<file path="config.mk">
export PLATFORM = sky130hd
export DESIGN_NAME = exc_frame_engine
export DESIGN_NICKNAME = d
export VERILOG_FILES = /design/src/rtl/exc_frame_engine.sv
export SDC_FILE = /design/constraint.sdc
export NUM_CORES = 1
export LEC_CHECK = 0
export BUFFER_PORTS_ARGS = -buffer_cell sky130_fd_sc_hd__buf_4
export CORE_AREA = 2 2 287 289
export DETAILED_ROUTE_END_ITERATION = 6
export DIE_AREA = 0 0 289 291
export PLACE_DENSITY_LB_ADDON = 0.3
export SYNTH_ARGS = -nofsm -noshare
export SYNTH_HDL_FRONTEND = slang
export SYNTH_SLANG_ARGS = --single-unit
</file>
<file path="constraint.sdc">
create_clock -name clk -period 3.7 [get_ports clk]
set_clock_uncertainty 0.1 [all_clocks]
set_input_delay 0.37 -clock clk [delete_from_list [all_inputs] [get_ports clk]]
set_output_delay 0.37 -clock clk [all_outputs]
set_load 0.03 [all_outputs]
</file>
<file path="src/rtl/exc_frame_engine.sv">
module exc_frame_engine #(
  parameter int AW = 32,
  parameter int DW = 32,
  parameter int TOKB = 4,
  parameter logic [DW-1:0] TOKEN = 32'hFFFF_FFF9
) (
  input  logic                   clk,
  input  logic                   rst_n,
  input  logic                   entry_req,
  input  logic                   ret_req,
  input  logic [AW-1:0]          ret_target,
  input  logic [AW-1:0]          sp_in,
  input  logic [7:0][DW-1:0]     regs_in,
  output logic [7:0][DW-1:0]     regs_out,
  output logic [AW-1:0]          sp_out,
  output logic [DW-1:0]          lr_out,
  output logic                   busy,
  output logic                   done,
  output logic                   align_err,
  output logic                   mem_we,
  output logic                   mem_re,
  output logic [AW-1:0]          mem_addr,
  output logic [DW-1:0]          mem_wdata,
  input  logic [DW-1:0]          mem_rdata,
  input  logic                   mem_ready
);
  localparam int NW = 8;
  localparam int CW = $clog2(NW);
  localparam logic [AW-1:0] FRAME = AW'(NW * (DW / 8));

  typedef enum logic [1:0] {S_IDLE, S_PUSH, S_POP} st_t;

  st_t st;
  logic [CW-1:0] cnt;
  logic [AW-1:0] base;
  logic [NW-1:0][DW-1:0] frame;

  wire idle    = (st == S_IDLE);
  wire is_tok  = &ret_target[AW-1 -: TOKB];
  wire aligned = (sp_in[1:0] == 2'b00);
  wire go_push = idle && entry_req && aligned;
  wire go_pop  = idle && !entry_req && ret_req && is_tok && aligned;
  wire bad     = idle && !aligned && (entry_req || (ret_req && is_tok));
  wire [CW-1:0] slot = (st == S_PUSH) ? ~cnt : cnt;
  wire last    = mem_ready && (cnt == CW'(NW - 1));

  assign busy      = !idle;
  assign mem_we    = (st == S_PUSH);
  assign mem_re    = (st == S_POP);
  assign mem_addr  = base + AW'({slot, 2'b00});
  assign mem_wdata = frame[slot];

  always_ff @(posedge clk) begin
    if (!rst_n) begin
      st        <= S_IDLE;
      cnt       <= '0;
      base      <= '0;
      frame     <= '0;
      regs_out  <= '0;
      sp_out    <= '0;
      lr_out    <= '0;
      done      <= 1'b0;
      align_err <= 1'b0;
    end else begin
      done      <= 1'b0;
      align_err <= bad;
      case (st)
        S_IDLE: begin
          cnt <= '0;
          if (go_push) begin
            st    <= S_PUSH;
            base  <= sp_in - FRAME;
            frame <= regs_in;
          end else if (go_pop) begin
            st   <= S_POP;
            base <= sp_in;
          end
        end
        S_PUSH: if (mem_ready) begin
          cnt <= cnt + 1'b1;
          if (last) begin
            st     <= S_IDLE;
            done   <= 1'b1;
            sp_out <= base;
            lr_out <= TOKEN;
          end
        end
        S_POP: if (mem_ready) begin
          cnt <= cnt + 1'b1;
          regs_out[cnt] <= mem_rdata;
          if (last) begin
            st     <= S_IDLE;
            done   <= 1'b1;
            sp_out <= base + FRAME;
          end
        end
        default: st <= S_IDLE;
      endcase
    end
  end
endmodule


</file>
==> summary.txt <==
Pwr
  – Worst VDD drop: between 0.0003 and 0.0004 V
  – Total power: about 15 mW
  – Power per Cell Area: roughly 430 nW/um^2
  – Pleak: approximately 14 nW

Timing
  – Slew @ Worst Pin: 1.10 ns
  – Fmax: 0.278 GHz
  – Final Hold Fails: 0
  – RSZ-0062 raised after global routing: yes
  – Tmin final: ~3.6 ns
  – Min Hold Slack: 0.0704 ns
  – Slew Limit Fails: 0
  – Slew headroom: between 20 and 30%
  – Final period util: 97.3%
  – Final WS setup: a little over 0.1 ns
  – Setup violations, final: 0

Synth
  – Synth warn: 0
  – Seq/Total Area, Yosys: 48.9%
  – Share of the synthesized area in the top cell type: 48.9%
  – Synth top cells by count: nand2_1, dfxtp_1, a21oi_1, clkbuf_1, mux4_2
  – Seq cells post-synth: roughly 580
  – Average size of a mapped cell: roughly 8 um^2
  – Main synth FF type: dfxtp_1
  – Post-synth EDFFs: 0
  – Synth area leaders: dfxtp_1, nand2_1, a21oi_1
  – Synthesized cell area: between 20000 and 25000 um^2
  – Most common cell in the netlist: nand2_1
  – Distinct cell type count after synthesis: 50
  – Mapped Cells: approximately 2900
  – Asr flop ratio synth: 0%
  – Cell taking the most area after synthesis: dfxtp_1

Outcome
  – Outcome: completed

Critical path
  – Worst Path Arrival: 3.13 ns
  – RR Endpoint: frame[81]
  – Crit Reg-Reg Startpoint: st[1]
  – Worst Reg-to-Reg Cells: 6
  – Critical Path End Type: output pin
  – Max FO, Critical Path: 16
  – Required time worst endpoint: between 3 and 4 ns
  – Crit start category: flip-flop
  – WS Path Type: flip-flop to output pin
  – R2R Setup Slk: ~1.1 ns

Global route
  – Number of global-route vias before repair: 23200
  – First-pass GRT wire length: about 140000 um
  – Largest net degree at the start of global routing: 183
  – Initial antenna violation count: 15
  – Aggregate global-route resource usage: ~22%
  – GRT overflow: 0

Run
  – Max Cap Viol: 0

Detailed routing
  – Vias: roughly 24000
  – DR pass1 iterations: 5
  – 1st-iter DRT viols: 1333
  – Post-DR wirelength/cell: between 15 and 20 um
  – DRC errors left: 0
  – Remaining antenna violation count: 0
  – Detailed Route WL: 95100 um
  – Vias per cell: between 4 and 5

Finish
  – NumNets Final: 4156
  – Layout cells sized above 1: around 26%
  – Area Growth Syn to Fin: 48.4%
  – Final core utilization: 43.7%

Placement
  – Setup WS pre-CTS: 0.314 ns
  – GPL Wtd Cong: ~0.9
  – IO Port Bufs: 715
  – DP Wirelength: between 60000 and 70000 um

Clock network
  – Clock Tree Buf Depth: 3
  – CTS tree: built
  – Clock transition at the registers of the reported paths: approximately 0.06 ns
  – Clk root buf: clkbuf_16
  – Clk sink count: 584
  – Depth of the CTS H-tree: 3
  – Clk_lat worst skew: 0.59 ns
  – CTS Buf Count: 69

Floorplan
  – Initial core utilization: 29.4%
  – Core area: 81200 um^2
  – I/O pin total: between 700 and 800
  – Die X: about 290 um
  – Chip height: slightly below 300 um
  – Rows: roughly 110
  – Die ar.: around 84000 um^2

Min path
  – HP Class: primary input to flip-flop
  – Hold path depth: 3
  – Hold Crit Start: sp_in[13]
  – Worst hold endpoint: base[13]
-- layout make-up --
class / instances / area, um^2
tap: 1070 / 1340
inverter: 10 / 45.0
sequential: 584 / 11700
clock inverter: 22 / 277
timing repair buffer: 1074 / 9040
clock buffer: 99 / 2060
multi-input combinational: 2049 / 11000
fill: 7968 / 45700
antenna: 14 / 35.0
-- timing repair --
item                       4_1_cts  5_1_grt
hold endpoints to repair       538        0
gates cloned                     3        0
hold buffers                   317        0
pin swaps                        1        1
gates resized for setup          7        4
setup endpoints to repair       49       25
setup buffers                    1        0
-- worst max-delay path by stage --
stage	startpoint	end	slack (ns)	depth (start not counted)
after floorplan	st[1]	mem_addr[30]	0.002	14
final	st[1]	mem_wdata[17]	0.10	8
after CTS	st[1]	mem_wdata[24]	0.01	8
after global routing	st[1]	mem_addr[30]	-0.06	12
after detailed placement	st[1]	mem_wdata[24]	0.31	7
after global placement	st[1]	mem_wdata[24]	0.33	7
-- power breakdown --
| part | internal, mW | switching [mW] |
|---|---|---|
| sequential | 6.44 | 0.118 |
| combinational | 0.834 | 0.913 |
| clock | 4.24 | 2.80 |
| total | 11.5 | 3.83 |
-- sequential cells by signal, indices dropped and copies added (netlist names) --
name / count
st: 2
regs_out: 256
done: 1
sp_out: 32
base: 32
align_err: 1
lr_out: 1
frame: 256
cnt: 3
-- critical path, cell delays in order, from the launching register on --
cell       delay [ns]
dfxtp_1          0.35
inv_1            0.09
ha_4             0.22
xnor2_4          0.20
buf_4            0.27
bufbuf_16        0.39
mux4_2           0.52
mux2_2           0.28
buf_4            0.17
-- logic make-up after synthesis --
| family | Yosys count | share of synthesized area [%] |
|---|---|---|
| compound gates | 622 | 13.4 |
| mux | 102 | 7.79 |
| buf+inv | 299 | 5.74 |
| xor+xnor | 81 | 2.97 |
| flops | 584 | 48.9 |
| other cells | 1 | 0.0157 |
| fa+ha+maj | 11 | 0.608 |
| simple gates | 1231 | 20.6 |
-- layer usage --
| metal | GRT usage, % | wire [um] |
|---|---|---|
| met3 | 4.66 | 7400 |
| met2 | 37.1 | 45800 |
| met5 | 0 | 18 |
| met1 | 26.0 | 37900 |
| met4 | 9.52 | 4020 |
-- cell usage in the layout (no fill, tap or decap), drive strengths merged, types with 3 or more instances in the layout --
master,instances
a211oi,15
a21oi,555
and3,7
buf,756
bufinv,5
clkbuf,99
clkinv,11
clkinvlp,3
dfxtp,584
diode,14
dlygate4sd3,317
ha,10
inv,13
mux2,32
mux2i,6
mux4,64
nand2,1058
nand2b,5
nand3,19
nand4,21
nand4b,3
nor2,63
nor3,18
nor4,15
o21a,3
o21ai,37
or2,5
or3,9
or4,3
xnor2,45
xor2,36
-- metrics by stage --
stage | std cells | setup TNS [ns] | cell area, um^2
6_report | 4922 | 0 | 35500
5_1_grt | 4916 | -0.429 | 35400
4_1_cts | 4908 | 0 | 35400
3_5_place_dp | 4466 | 0 | 29800
3_3_place_gp | 4466 | 0 | 29800
2_1_floorplan | 2932 | 0 | 23900
No activity file was read; power rests on OpenSTA's default activity.
